[src/rtl/iadc_pkg.sv]
package iadc_pkg;
  typedef enum logic [1:0] {
    PH_IDLE   = 2'd0,
    PH_SETTLE = 2'd1,
    PH_CHARGE = 2'd2,
    PH_DISCH  = 2'd3
  } phase_t;
endpackage

[src/rtl/iadc_phase_cnt.sv]
module iadc_phase_cnt #(
  parameter int W = 12
) (
  input  logic         clk,
  input  logic         rst,
  input  logic         clr,
  input  logic         en,
  output logic [W-1:0] cnt
);
  always_ff @(posedge clk) begin
    if (rst || clr) cnt <= '0;
    else if (en)    cnt <= cnt + 1'b1;
  end
endmodule

[src/rtl/iadc_phase_fsm.sv]
module iadc_phase_fsm
  import iadc_pkg::*;
#(
  parameter int CNT_W         = 12,
  parameter int SETTLE_CYCLES = 8
) (
  input  logic             clk,
  input  logic             rst,
  input  logic             start,
  input  logic             comp_empty,
  input  logic [CNT_W-1:0] cnt,
  output phase_t           phase,
  output phase_t           phase_nxt,
  output logic             accept,
  output logic             cnt_clr,
  output logic             finish,
  output logic             sat_hit
);
  localparam logic [CNT_W-1:0] SETTLE_LAST = CNT_W'(SETTLE_CYCLES - 1);
  localparam logic [CNT_W-1:0] WINDOW_LAST = {CNT_W{1'b1}};

  always_comb begin
    phase_nxt = phase;
    accept    = 1'b0;
    cnt_clr   = 1'b0;
    finish    = 1'b0;
    sat_hit   = 1'b0;
    unique case (phase)
      PH_IDLE: if (start) begin
        phase_nxt = PH_SETTLE;
        accept    = 1'b1;
        cnt_clr   = 1'b1;
      end
      PH_SETTLE: if (cnt == SETTLE_LAST) begin
        phase_nxt = PH_CHARGE;
        cnt_clr   = 1'b1;
      end
      PH_CHARGE: if (cnt == WINDOW_LAST) begin
        phase_nxt = PH_DISCH;
        cnt_clr   = 1'b1;
      end
      PH_DISCH: begin
        if (comp_empty) begin
          phase_nxt = PH_IDLE;
          finish    = 1'b1;
          cnt_clr   = 1'b1;
        end else if (cnt == WINDOW_LAST) begin
          phase_nxt = PH_IDLE;
          finish    = 1'b1;
          sat_hit   = 1'b1;
          cnt_clr   = 1'b1;
        end
      end
      default: phase_nxt = PH_IDLE;
    endcase
  end

  always_ff @(posedge clk) begin
    if (rst) phase <= PH_IDLE;
    else     phase <= phase_nxt;
  end
endmodule

[src/rtl/iadc_capture.sv]
module iadc_capture #(
  parameter int RES_W = 12,
  parameter int CH_W  = 4
) (
  input  logic             clk,
  input  logic             rst,
  input  logic             finish,
  input  logic             sat_hit,
  input  logic [RES_W-1:0] cnt,
  input  logic [CH_W-1:0]  chan,
  output logic [RES_W-1:0] result,
  output logic [CH_W-1:0]  chan_tag,
  output logic             overflow,
  output logic             done
);
  always_ff @(posedge clk) begin
    if (rst) begin
      result   <= '0;
      chan_tag <= '0;
      overflow <= 1'b0;
      done     <= 1'b0;
    end else begin
      done <= finish;
      if (finish) begin
        result   <= sat_hit ? {RES_W{1'b1}} : cnt;
        chan_tag <= chan;
        overflow <= sat_hit;
      end
    end
  end
endmodule

[src/rtl/iadc_sequencer.sv]
module iadc_sequencer
  import iadc_pkg::*;
#(
  parameter int RES_W         = 12,
  parameter int CH_W          = 4,
  parameter int SETTLE_CYCLES = 8
) (
  input  logic             clk,
  input  logic             rst,
  input  logic             start,
  input  logic [CH_W-1:0]  chan_in,
  input  logic             comp_empty,
  output logic [CH_W-1:0]  mux_sel,
  output logic             charge_en,
  output logic             discharge_en,
  output logic             busy,
  output logic             done,
  output logic [RES_W-1:0] result,
  output logic [CH_W-1:0]  chan_tag,
  output logic             overflow
);
  phase_t            phase, phase_nxt;
  logic              accept, cnt_clr, finish, sat_hit;
  logic [RES_W-1:0]  cnt;

  iadc_phase_cnt #(.W(RES_W)) u_cnt (
    .clk (clk),
    .rst (rst),
    .clr (cnt_clr),
    .en  (phase != PH_IDLE),
    .cnt (cnt)
  );

  iadc_phase_fsm #(.CNT_W(RES_W), .SETTLE_CYCLES(SETTLE_CYCLES)) u_fsm (
    .clk        (clk),
    .rst        (rst),
    .start      (start),
    .comp_empty (comp_empty),
    .cnt        (cnt),
    .phase      (phase),
    .phase_nxt  (phase_nxt),
    .accept     (accept),
    .cnt_clr    (cnt_clr),
    .finish     (finish),
    .sat_hit    (sat_hit)
  );

  always_ff @(posedge clk) begin
    if (rst) begin
      mux_sel      <= '0;
      charge_en    <= 1'b0;
      discharge_en <= 1'b0;
      busy         <= 1'b0;
    end else begin
      if (accept) mux_sel <= chan_in;
      charge_en    <= (phase_nxt == PH_CHARGE);
      discharge_en <= (phase_nxt == PH_DISCH);
      busy         <= (phase_nxt != PH_IDLE);
    end
  end

  iadc_capture #(.RES_W(RES_W), .CH_W(CH_W)) u_cap (
    .clk      (clk),
    .rst      (rst),
    .finish   (finish),
    .sat_hit  (sat_hit),
    .cnt      (cnt),
    .chan     (mux_sel),
    .result   (result),
    .chan_tag (chan_tag),
    .overflow (overflow),
    .done     (done)
  );
endmodule

[config.mk]
export PLATFORM = sky130hd
export DESIGN_NAME = iadc_sequencer
export DESIGN_NICKNAME = d
export VERILOG_FILES = /design/src/rtl/iadc_pkg.sv /design/src/rtl/iadc_phase_cnt.sv /design/src/rtl/iadc_phase_fsm.sv /design/src/rtl/iadc_capture.sv /design/src/rtl/iadc_sequencer.sv
export SDC_FILE = /design/constraint.sdc
export NUM_CORES = 1
export LEC_CHECK = 0
export BUFFER_PORTS_ARGS = -buffer_cell sky130_fd_sc_hd__clkbuf_2
export CAP_MARGIN = 15
export CORE_AREA = 5 5 80 67
export DETAILED_ROUTE_END_ITERATION = 8
export DIE_AREA = 0 0 85 72
export SLEW_MARGIN = 5
export SYNTH_ARGS = -nofsm -noshare
export SYNTH_HDL_FRONTEND = slang
export SYNTH_HIERARCHICAL = 1
export SYNTH_SLANG_ARGS = --single-unit
[constraint.sdc]
create_clock -name clk -period 2.2 [get_ports clk]
set_input_delay 0.22 -clock clk [delete_from_list [all_inputs] [get_ports clk]]
set_output_delay 0.22 -clock clk [all_outputs]
set_load 0.05 [all_outputs]
# Word level (Yosys, flattened, before mapping)
# Cells that the tools add are included.
[classes] n_addsub=1 n_eq_ne=7 n_mux=16 reduce_logical=4
[op_table] operator="adder 12 x 1 -> 12 bit (second input constant)" n=1
[op_table] operator="== test 12 bit (second input constant)" n=1
[op_table] operator="== test 12 x 3 -> 1 bit (second input constant)" n=1
[op_table] operator="two-way mux 12 bit" n=1
[op_table] operator="two-way mux 2 bit" n=5
[op_table] operator="== test 2 bit (second input constant)" n=4
[op_table] operator="two-way mux 1 bit" n=8
[op_table] operator="case mux 2 bit (4 select lines)" n=1
[op_table] operator="case mux 1 bit (4 select lines)" n=1
[op_table] operator="nonzero test 2 bit" n=2
[op_table] operator="== test 2 x 1 -> 1 bit (second input constant)" n=1
[op_table] operator="zero test 2 bit" n=1
[op_table] operator="logical OR 1 bit" n=1
[word_totals] reg_bits=39 out_inout_bits=25

# Depth between registers and ports, before layout
# Gate-level depths: netlist (run 1).
[logic_depth] word_depth=5 depth_mapped=7

# Cells and area by module
# The synthesis (run 1) kept the hierarchy.
[by_module_without_submodules] mod="iadc_capture" instances=1 cells_each=71 area_per_inst_um2=721.9 seq_area_each_um2=360.3
[by_module_without_submodules] mod="iadc_phase_cnt" instances=1 cells_each=62 area_per_inst_um2=563.0 seq_area_each_um2=240.2
[by_module_without_submodules] mod="iadc_sequencer" instances=1 cells_each=21 area_per_inst_um2=230.2 seq_area_each_um2=140.1
[by_module_without_submodules] mod="iadc_phase_fsm" instances=1 cells_each=28 area_per_inst_um2=219.0 seq_area_each_um2=40.0

# Worst setup path before layout (run 1)
# No wires, ideal clock.
[synth_timing] kind="reg2reg" startpoint="register u_cnt.cnt[3]" endpoint="register u_cap.result[3]" setup_ns=0.079 arrival_ns=1.782 path_slack_ns=0.338 stages_incl_launch_ff=7 period_less_slack_ns=1.862 cell_sequence="dfxtp_1 -> nand4_2 -> nor4_4 -> nor3b_1 -> buf_6 -> nor2_1 -> a211oi_2"
[synth_via] elab_chain_cells=5 word_cells_on_any_way=7
[synth_rtl] element="start, declared" line="iadc_phase_cnt.sv:8" rtl="output logic [W-1:0] cnt"
[synth_rtl] element="start signal, assigned" line="iadc_phase_cnt.sv:12" rtl="else if (en) cnt <= cnt + 1'b1;"
[synth_rtl] element="== test 12 bit" line="iadc_phase_fsm.sv:47" rtl="end else if (cnt == WINDOW_LAST) begin"
[synth_rtl] element="two-way mux 1 bit" line="iadc_phase_fsm.sv:47"
[synth_rtl] element="two-way mux 1 bit" line="iadc_phase_fsm.sv:43" rtl="if (comp_empty) begin"
[synth_rtl] element="two-way mux 1 bit" line="iadc_phase_fsm.sv:28" rtl="unique case (phase)"
[synth_rtl] element="net sat_hit" line="iadc_sequencer.sv:23" rtl="logic accept, cnt_clr, finish, sat_hit;"
[synth_rtl] element="two-way mux 12 bit" line="iadc_capture.sv:25" rtl="result <= sat_hit ? {RES_W{1'b1}} : cnt;"
[synth_rtl] element="end signal, assigned" line="iadc_capture.sv:25"
[synth_rtl] element="end, declared" line="iadc_capture.sv:11" rtl="output logic [RES_W-1:0] result,"
# The timed path passes the listed nets, and every way through them passes these cells.
# A chain may end at the register's enable or synchronous reset.

# Worst setup path in the final report (run 1)
[layout_timing] startpoint="register u_cnt.cnt[8]" endpoint="register u_cap.result[10]"
# Same word-level chain as after synthesis.

==> metrics.txt, run 1 <==
Mapped Avg Cell Area=9.528 um^2; fin crit share=0.8301; Clock Skew=0.006430 ns; area of the mapped netlist=1734 um^2; TritonCTS clock tree=built; Max-slew headroom=0.7848; clock root cell=clkbuf_8; DR vias=1384; post-DP HPWL=2498 um; vias in the first global route=1237; Max Fclk=0.5476 GHz; ys flop type=dfxtp_1; status=finished, final reports clean; Hold WC Path Type=in2reg; Setup Buffers After CTS=0; TritonCTS buffer count=5; critical path class=reg2reg; power per cell area=687.6 nW/um^2; count of final max-slew check failures=0; Mapped Nets=191; remaining global-route overflow=0; Leakage=0.7898 nW; global-route wire length before repair=5823 um; core area=4459 um^2; Die Y=72 um; final cell count without fillers=278; min Tclk post-route=1.826 ns; ratio of cells with drive above 1 in the final layout=0.3028; hold_buf cts=0; Setup WS pre-CTS=0.3882 ns; Ant. Diodes=0; initial antenna violation count=0; EDFF count, synth=0; Detailed Routing Iterations Pass 1=4; DIE WIDTH=85 um; largest net degree at the start of global routing=33; number of cells after detailed placement=270; row count=22; Synth Warn #=6; clk sinks=39; clock tree buffer depth=2; Synth Instances=182; GR Util All Layers=0.1165; CTS clk-pin slew, worst paths=0.08 ns; dpl cell area=1957 um^2; setup TNS=0 ns; DRC=0; final setup vio count=0; CP Launch Point=u_cnt/cnt[8]; Async SR Flop Fraction=0; Pwr Total=1.426 mW; Worst setup EP type=flip-flop; latest clock arrival within the worst-skew pair=0.28 ns; Max FO, Critical Path=13; Critical Path AT=2.03 ns; vias per inst=4.978; post-CTS sizing=0; Crit Reg-Reg Startpoint=u_cnt/cnt[8]; hold path start=chan_in[1]; final worst slack=0.3738 ns; RSZ-0062 raised after global routing=false; port bufs=32; routability cong.=0.7528; Iter 0 DRT Violations=110; worst vdd ir=499.7 uV; worst-margin pin slew=0.3198 ns; final hold vios=0; Max-cap violations=0; die area=6120 um^2; total wire length=3503 um; antenna viol nets, final=0; Area Growth Syn to Fin=19.62%; startpoint types=flip-flop; drt wl/cell=12.60 um; Initial Util=0.3889; Yosys reg bits=39; Synth cell types=39; NumNets Final=226; Ports=33; Final Instance Area=2074 um^2; register area share after synthesis=0.4502; data required time of the critical path=2.40 ns; depth of the CTS H-tree=2
registers in the layout (all words and copies together), names as in the netlist:
signal	count
u_cap/result	12
u_cnt/cnt	12
mux_sel	4
u_cap/chan_tag	4
u_fsm/phase	2
busy	1
charge_en	1
discharge_en	1
u_cap/done	1
u_cap/overflow	1
Yosys cell counts, drive strengths merged, types with 2 or more instances:
cell type | number | area (um^2)
nor2 | 41 | 153.9
dfxtp | 39 | 780.8
a211oi | 13 | 157.6
mux2i | 12 | 120.1
nand2 | 10 | 37.54
a21oi | 8 | 40.04
buf | 6 | 46.29
or3 | 5 | 31.28
inv | 4 | 15.01
nand3 | 4 | 25.02
nand4 | 4 | 52.55
nor4 | 4 | 40.04
nor3 | 3 | 15.01
o31ai | 3 | 22.52
or4 | 3 | 22.52
a31oi | 2 | 12.51
clkbuf | 2 | 8.750
nor2b | 2 | 12.51
nor3b | 2 | 15.01
o21a | 2 | 15.01
or2 | 2 | 12.51
xnor2 | 2 | 17.52
final timing paths:
check	to	slack [ns]	depth (start not counted)
min reg2reg	u_cap/chan_tag[3]	0.50	2
max	u_cap/result[10]	0.37	6
max reg2reg	u_cap/result[10]	0.37	6
min	mux_sel[1]	0.16	3
power breakdown:
group / switching [mW] / internal (mW)
Clock: 0.239 / 0.367
Combinational: 0.0643 / 0.0305
Sequential: 0.0100 / 0.715
Total: 0.314 / 1.11
worst max-delay path, cell delays in order (launching register included):
cell,delay (ns)
dfxtp_1,0.46
nand4_2,0.15
nor4_4,0.36
nor3b_1,0.23
buf_4,0.22
nor2_1,0.08
a211oi_2,0.23
cell usage in the layout, fill, tap and decap left out, types with 3 or more instances in the layout:
| cell | n |
|---|---|
| a211oi_2 | 12 |
| a21oi_1 | 8 |
| buf_4 | 3 |
| clkbuf_2 | 32 |
| clkbuf_8 | 6 |
| dfxtp_1 | 39 |
| inv_1 | 4 |
| mux2i_1 | 12 |
| nand2_1 | 10 |
| nand3_1 | 3 |
| nor2_1 | 41 |
| nor3_1 | 3 |
| nor4_1 | 3 |
| o31ai_1 | 3 |
| or3_1 | 5 |
| or4_1 | 3 |
kinds of logic after synthesis:
group                      after synthesis  synth area share
buffers and inverters                   12           0.04039
adders and majority gates                1          0.007214
DFF                                     39            0.4502
and+or+nand+nor                         85            0.2662
xor gates and xnor gates                 3           0.01515
AOI/OAI and AO/OA                       30            0.1515
muxes                                   12           0.06927
final cells by class:
cell class                      instances  area (um^2)
Inverter                                4        15.01
Fill cell                             439         2385
Sequential cell                        39        780.7
Tap cell                               60        75.07
Timing Repair Buffer                   36        202.7
Multi-Input combinational cell        131        883.3
Clock buffer                            6        82.58
Clock inverter                          2        35.03
layer usage:
metal / share of wire / GRT usage / vias to the layer above / routed length [um]
met5: 0 / 0 / - / 0
met4: 0.0046 / 0.03691 / 0 / 16
met3: 0.057 / 0.03973 / 2 / 200
met2: 0.43 / 0.1672 / 38 / 1500
met1: 0.51 / 0.1638 / 632 / 1785
li1: - / - / 712 / -
metrics by stage:
stage,utilization,hold slack (ns)
after floorplan,-,0.2894
after global placement,0.4388,0.4542
after detailed placement,0.4388,0.4635
after CTS,0.4652,0.1562
after global routing,0.4652,0.1812
final,0.4652,0.1648
(Power assumes the default switching activity.)
==> run 2, diff against run 1 <==
==> constraint.sdc (replaced) <==
create_clock -name clk -period 1.55 [get_ports clk]
set_input_delay 0.155 -clock clk [delete_from_list [all_inputs] [get_ports clk]]
set_output_delay 0.155 -clock clk [all_outputs]
set_load 0.05 [all_outputs]
==> metrics.txt, run 2 (synthesis results as in run 1) <==
drt wl/cell=14.33 um (was 12.60 um); min Tclk post-route=1.634 ns (was 1.826 ns); TritonCTS clock tree=built (unchanged); total wire length=4499 um (was 3503 um); fin crit share=1.054 (was 0.8301); final setup vio count=28 (was 0); latest clock arrival within the worst-skew pair=0.30 ns (was 0.28 ns); DIE WIDTH=85 um (unchanged); Hold WC Path Type=in2reg (unchanged); hold endpoint=mux_sel[1] (unchanged); vias per inst=5.048 (was 4.978); failing checks=setup timing; count of final max-slew check failures=0 (unchanged); final core utilization=0.5777 (was 0.4652); multi-input logic area=1032 um^2 (was 883.3 um^2); Ant. Diodes=0 (unchanged); power per cell area=773.9 nW/um^2 (was 687.6 nW/um^2); biggest regs=u_cap/result x12, u_cnt/cnt x12 (unchanged); critical path class=reg2reg (unchanged); internal power=1.487 mW (was 1.113 mW); Reg power frac=0.513 (was 0.509); DRC=0 (unchanged); hold depth=3 (unchanged); routability cong.=0.7303 (was 0.7528); startpoint types=flip-flop (unchanged); register area=802.0 um^2 (was 780.7 um^2); Worst Hold Slack=0.1018 ns (was 0.1648 ns); core area=4459 um^2 (unchanged); Net Switching=0.5071 mW (was 0.3135 mW); vias in the first global route=1634 (was 1237); row count=22 (unchanged); Detailed Routing Iterations Pass 1=4 (unchanged); CTS clk-pin slew, worst paths=0.08 ns (about the same); clock tree buffer depth=2 (unchanged); largest net degree at the start of global routing=17 (was 33); Die Y=72 um (unchanged); TritonCTS buffer count=5 (unchanged); Leakage=1.044 nW (was 0.7898 nW); Worst Reg-to-Reg Cells=5 (was 6); remaining global-route overflow=0 (unchanged); Sw Ratio=0.2544 (was 0.2198); hold path start=chan_in[1] (unchanged); ratio of cells with drive above 1 in the final layout=0.5551 (was 0.3028); # fillers=398 (was 439); reg2reg setup slack=-0.08 ns (was 0.37 ns); Max-slew headroom=0.7006 (was 0.7848); clk sinks=39 (unchanged); initial antenna violation count=0 (unchanged); Setup WS pre-CTS=-0.1547 ns (was 0.3882 ns); RSZ-0062 raised after global routing=true (was false); Max FO, Critical Path=4 (was 13); die area=6120 um^2 (unchanged); number of cells after detailed placement=292 (was 270); status=finished with violations (was finished, final reports clean); Crit Reg-Reg Startpoint=u_cnt/cnt[1] (was u_cnt/cnt[8]); Area Growth Syn to Fin=48.56% (was 19.62%); Critical Path AT=1.86 ns (was 2.03 ns); DR vias=1585 (was 1384); Iter 0 DRT Violations=89 (was 110); worst-margin pin slew=0.4491 ns (was 0.3198 ns); Initial Util=0.3889 (unchanged); most common cell after layout, fill and taps aside=clkbuf_2 (was nor2_1); worst vdd ir=549.0 uV (was 499.7 uV); Max-cap violations=0 (unchanged); NumNets Final=262 (was 226); clock root cell=clkbuf_8 (unchanged); depth of the CTS H-tree=2 (unchanged); most frequent cells in the layout=32 x clkbuf_2, 29 x buf_4, 28 x dfxtp_1 (was 41 x nor2_1, 39 x dfxtp_1, 32 x clkbuf_2); GR Util All Layers=0.1573 (was 0.1165); Max Fclk=0.6119 GHz (was 0.5476 GHz); post-DP HPWL=2834 um (was 2498 um); end of the worst register-to-register path=u_cnt/cnt[10] (was u_cap/result[10]); share of power burned in the clock network=0.401 (was 0.425); hold_buf cts=0 (unchanged); Worst setup EP type=flip-flop (unchanged); final cell count without fillers=314 (was 278); port bufs=32 (unchanged); combinational power share=0.085 (was 0.066); global-route wire length before repair=7672 um (was 5823 um); data required time of the critical path=1.77 ns (was 2.40 ns); final worst slack=-0.08426 ns (was 0.3738 ns); final hold vios=0 (unchanged); Ports=33 (unchanged); antenna viol nets, final=0 (unchanged); Clock Skew=0.008206 ns (was 0.006430 ns)
run 2: cell types whose count changed in the layout (fill, tap and decap cells not counted), moves of 3 or more:
cell | previous run | this run
a21oi_2 | 0 | 3
dfxtp_2 | 0 | 8
dfxtp_1 | 39 | 28
buf_4 | 3 | 29
dfxtp_4 | 0 | 3
nor2_2 | 0 | 13
nor2_1 | 41 | 26
a21oi_1 | 8 | 5
buf_6 | 0 | 5
buf_12 | 1 | 4
run 2: layout make-up:
type | instances | share of cell area
clock buffer | 6 | 0.03643
clock inverter | 2 | 0.005342
inverter | 4 | 0.005828
multi-input combinational | 131 | 0.4007
sequential | 39 | 0.3113
tap | 60 | 0.02914
timing repair buffer | 72 | 0.2113
run 2: worst max-delay path by stage:
| stage | depth (start not counted) | slack, ns | startpoint | end |
|---|---|---|---|---|
| floorplan | 6 | 0.001 | u_cnt/cnt[2] | u_cap/result[6] |
| global placement | 6 | -0.14 | u_cnt/cnt[3] | u_cnt/cnt[1] |
| detailed placement | 6 | -0.15 | u_cnt/cnt[3] | u_cnt/cnt[5] |
| CTS | 7 | -0.05 | u_cnt/cnt[0] | u_cap/chan_tag[3] |
| global route | 7 | -0.18 | u_cnt/cnt[1] | u_cnt/cnt[6] |
| finish | 5 | -0.08 | u_cnt/cnt[1] | u_cnt/cnt[10] |
run 2: routing by layer:
layer | vias up | GRT usage | wire length (um)
li1 | 783 | - | -
met1 | 761 | 0.2029 | 2068
met2 | 30 | 0.2552 | 2172
met3 | 11 | 0.03859 | 169
met4 | 0 | 0.05975 | 89
met5 | - | 0 | 0
run 2: power by group through the flow:
stage                     registers (mW)  logic (mW)  clock network, mW
final                               1.02       0.170              0.800
after global routing                1.03       0.185              0.881
after CTS                           1.03       0.159              0.820
after detailed placement            1.05       0.153                  0
after global placement              1.05       0.152                  0
after floorplan                     1.08      0.0744                  0
run 2: timing repair:
item,CTS,global route
setup endpoints to repair,32,35
pin swaps,16,15
setup buffers,13,2
gates resized for setup,19,29
gates cloned,2,0
run 2: metrics by stage:
| step | total power, mW | setup TNS [ns] | cell area [um^2] |
|---|---|---|---|
| after floorplan | 1.154 | 0 | 1773 |
| after global routing | 2.093 | -4.379 | 2576 |
| after detailed placement | 1.202 | -1.760 | 2163 |
| final | 1.994 | -1.106 | 2576 |
| after global placement | 1.201 | -1.520 | 2163 |
| after CTS | 2.005 | -0.5895 | 2520 |
run 2: worst max-delay path, stage by stage, from the launching register on:
cell     delay, ns
dfxtp_2       0.36
buf_4         0.14
ha_2          0.22
nand4_4       0.11
or4_1         0.56
a21oi_2       0.18
==> run 3, diff against run 2 <==
--- a/config.mk
+++ b/config.mk
@@ -7,9 +7,13 @@
 export LEC_CHECK = 0
 export BUFFER_PORTS_ARGS = -buffer_cell sky130_fd_sc_hd__clkbuf_2
 export CAP_MARGIN = 15
-export CORE_AREA = 5 5 80 67
+export CELL_PAD_IN_SITES_DETAIL_PLACEMENT = 0
+export CELL_PAD_IN_SITES_GLOBAL_PLACEMENT = 1
+export CORE_AREA = 5 5 83 70
 export DETAILED_ROUTE_END_ITERATION = 8
-export DIE_AREA = 0 0 85 72
+export DIE_AREA = 0 0 88 75
+export PLACE_DENSITY_LB_ADDON = 0.1
+export SETUP_SLACK_MARGIN = 0.2
 export SLEW_MARGIN = 5
 export SYNTH_ARGS = -nofsm -noshare
 export SYNTH_HDL_FRONTEND = slang
==> metrics.txt, run 3 (synthesis results as in run 1) <==
status=finished with violations (unchanged); failing checks=setup timing (unchanged); Max-cap violations=0 (unchanged); clock tree buffer depth=2 (unchanged); clk sinks=39 (unchanged); reg2reg setup slack=-0.09 ns (was -0.08 ns); DRC=0 (unchanged); Final Instance Area=2580 um^2 (was 2576 um^2); Initial Util=0.3566 (was 0.3889); fin crit share=1.057 (was 1.054); routability cong.=0.8214 (was 0.7303); end of the worst register-to-register path=u_cap/result[7] (was u_cnt/cnt[10]); Hold WC Path Type=in2reg (unchanged); biggest regs=u_cap/result x12, u_cnt/cnt x12 (unchanged); TritonCTS buffer count=5 (unchanged); Clock Skew=0.008807 ns (was 0.008206 ns); data required time of the critical path=1.78 ns (was 1.77 ns); post-DP HPWL=3110 um (was 2834 um); vias per inst=5.092 (was 5.048); clock root cell=clkbuf_8 (unchanged); NumNets Final=260 (was 262); Slowest-stage cell, CP=dfxtp_4 (was or4_1); Leakage=1.041 nW (was 1.044 nW); power per cell area=824.5 nW/um^2 (was 773.9 nW/um^2); CTS clk-pin slew, worst paths=0.08 ns (about the same); hold path start=chan_in[2] (was chan_in[1]); final hold vios=0 (unchanged); drt wl/cell=15.35 um (was 14.33 um); TritonCTS clock tree=built (unchanged); Max Fclk=0.6105 GHz (was 0.6119 GHz); min Tclk post-route=1.638 ns (was 1.634 ns); hold endpoint=mux_sel[2] (was mux_sel[1]); worst vdd ir=343.5 uV (was 549.0 uV); depth of the CTS H-tree=2 (unchanged); worst-margin pin slew=0.4337 ns (was 0.4491 ns); most common cell after layout, fill and taps aside=nor2_1 (was clkbuf_2); Worst setup EP type=flip-flop (unchanged); total wire length=4820 um (was 4499 um); crit-path cells=nand2_2 -> nor4_4 -> nor3b_4 -> buf_6 -> buf_12 -> nor2_1 -> a211oi_2 (was buf_4 -> ha_2 -> nand4_4 -> or4_1 -> a21oi_2); Ant. Diodes=0 (unchanged); Critical Path AT=1.86 ns (about the same); row count=23 (was 22); global-route wire length before repair=7369 um (was 7672 um); RSZ-0062 raised after global routing=true (unchanged); Max-slew headroom=0.7082 (was 0.7006); GR Util All Layers=0.1449 (was 0.1573); Pwr Total=2.127 mW (was 1.994 mW); DIE WIDTH=88 um (was 85 um); die area=6600 um^2 (was 6120 um^2); antenna viol nets, final=0 (unchanged); DR vias=1599 (was 1585); Ports=33 (unchanged); final worst slack=-0.08793 ns (was -0.08426 ns); Crit Reg-Reg Startpoint=u_cnt/cnt[10] (was u_cnt/cnt[1]); critical path class=reg2reg (unchanged); initial antenna violation count=0 (unchanged); largest net degree at the start of global routing=32 (was 17); Detailed Routing Iterations Pass 1=4 (unchanged); Max FO, Critical Path=7 (was 4); core area=4863 um^2 (was 4459 um^2); latest clock arrival within the worst-skew pair=0.30 ns (about the same); final setup vio count=31 (was 28); Area Growth Syn to Fin=48.77% (was 48.56%); dpl cell area=2185 um^2 (was 2163 um^2); most frequent cells in the layout=33 x nor2_1, 32 x clkbuf_2, 30 x buf_4 (was 32 x clkbuf_2, 29 x buf_4, 28 x dfxtp_1); Worst Hold Slack=0.1023 ns (was 0.1018 ns); ratio of cells with drive above 1 in the final layout=0.5079 (was 0.5551); remaining global-route overflow=0 (unchanged); port bufs=32 (unchanged); hold depth=3 (unchanged); count of final max-slew check failures=0 (unchanged); hold_buf cts=0 (unchanged); vias in the first global route=1528 (was 1634); Iter 0 DRT Violations=45 (was 89); Largest stage delay, worst path=0.37 ns (was 0.56 ns); Die Y=75 um (was 72 um); startpoint types=flip-flop (unchanged); final core utilization=0.5305 (was 0.5777); Worst Reg-to-Reg Cells=7 (was 5)
==> run 3: repair_timing <==
action	4_1_cts	5_1_grt
buffers inserted	4	6
pin swaps	21	6
setup endpoints to repair	34	35
resized for setup	15	10
gates cloned	1	3
==> run 3: layer usage <==
| layer | part of all wire | vias up | global-route usage |
|---|---|---|---|
| li1 | - | 786 | - |
| met3 | 0.056 | 10 | 0.05033 |
| met2 | 0.46 | 47 | 0.2115 |
| met5 | 0 | - | 0 |
| met4 | 0.013 | 0 | 0.03066 |
| met1 | 0.47 | 756 | 0.2071 |
==> run 3: through the flow <==
step / std cells / setup WS (ns) / TNS, ns
2_1_floorplan: 182 / 0.02312 / 0
3_3_place_gp: 292 / -0.1042 / -1.084
3_5_place_dp: 292 / -0.08594 / -1.446
4_1_cts: 305 / -0.08114 / -1.699
5_1_grt: 314 / -0.2099 / -5.003
6_report: 314 / -0.08793 / -1.680
==> run 3: area by class of cell <==
| cell class | count | area, um^2 |
|---|---|---|
| Clock buffer | 7 | 97.59 |
| Timing Repair Buffer | 70 | 545.5 |
| Fill cell | 435 | 2283 |
| Multi-Input combinational cell | 131 | 1005 |
| Tap cell | 62 | 77.57 |
| Clock inverter | 1 | 30.03 |
| Inverter | 4 | 15.01 |
| Sequential cell | 39 | 809.5 |
==> run 3: worst max-delay path by stage <==
stage,start,endpoint,depth (start not counted)
3_3_place_gp,u_cnt/cnt[9],u_cnt/cnt[3],6
4_1_cts,u_cnt/cnt[2],u_cap/result[6],7
6_report,u_cnt/cnt[10],u_cap/result[7],7
3_5_place_dp,u_cnt/cnt[9],u_cnt/cnt[1],6
2_1_floorplan,u_cnt/cnt[2],u_cap/result[6],6
5_1_grt,u_cnt/cnt[8],u_cap/result[10],7
==> run 3: power breakdown <==
part	total, mW	switching [mW]	internal (mW)
clock	0.943	0.365	0.579
sequential	1.02	0.0123	1.01
combinational	0.165	0.105	0.0604
==> run 3: critical path, delay by kind of cell (launching register included) <==
family	cells	cell delay [ns]
AND/OR/NAND/NOR	4	0.75
flip-flops	1	0.37
buffers and inverters	2	0.27
AO/OA/AOI/OAI	1	0.16
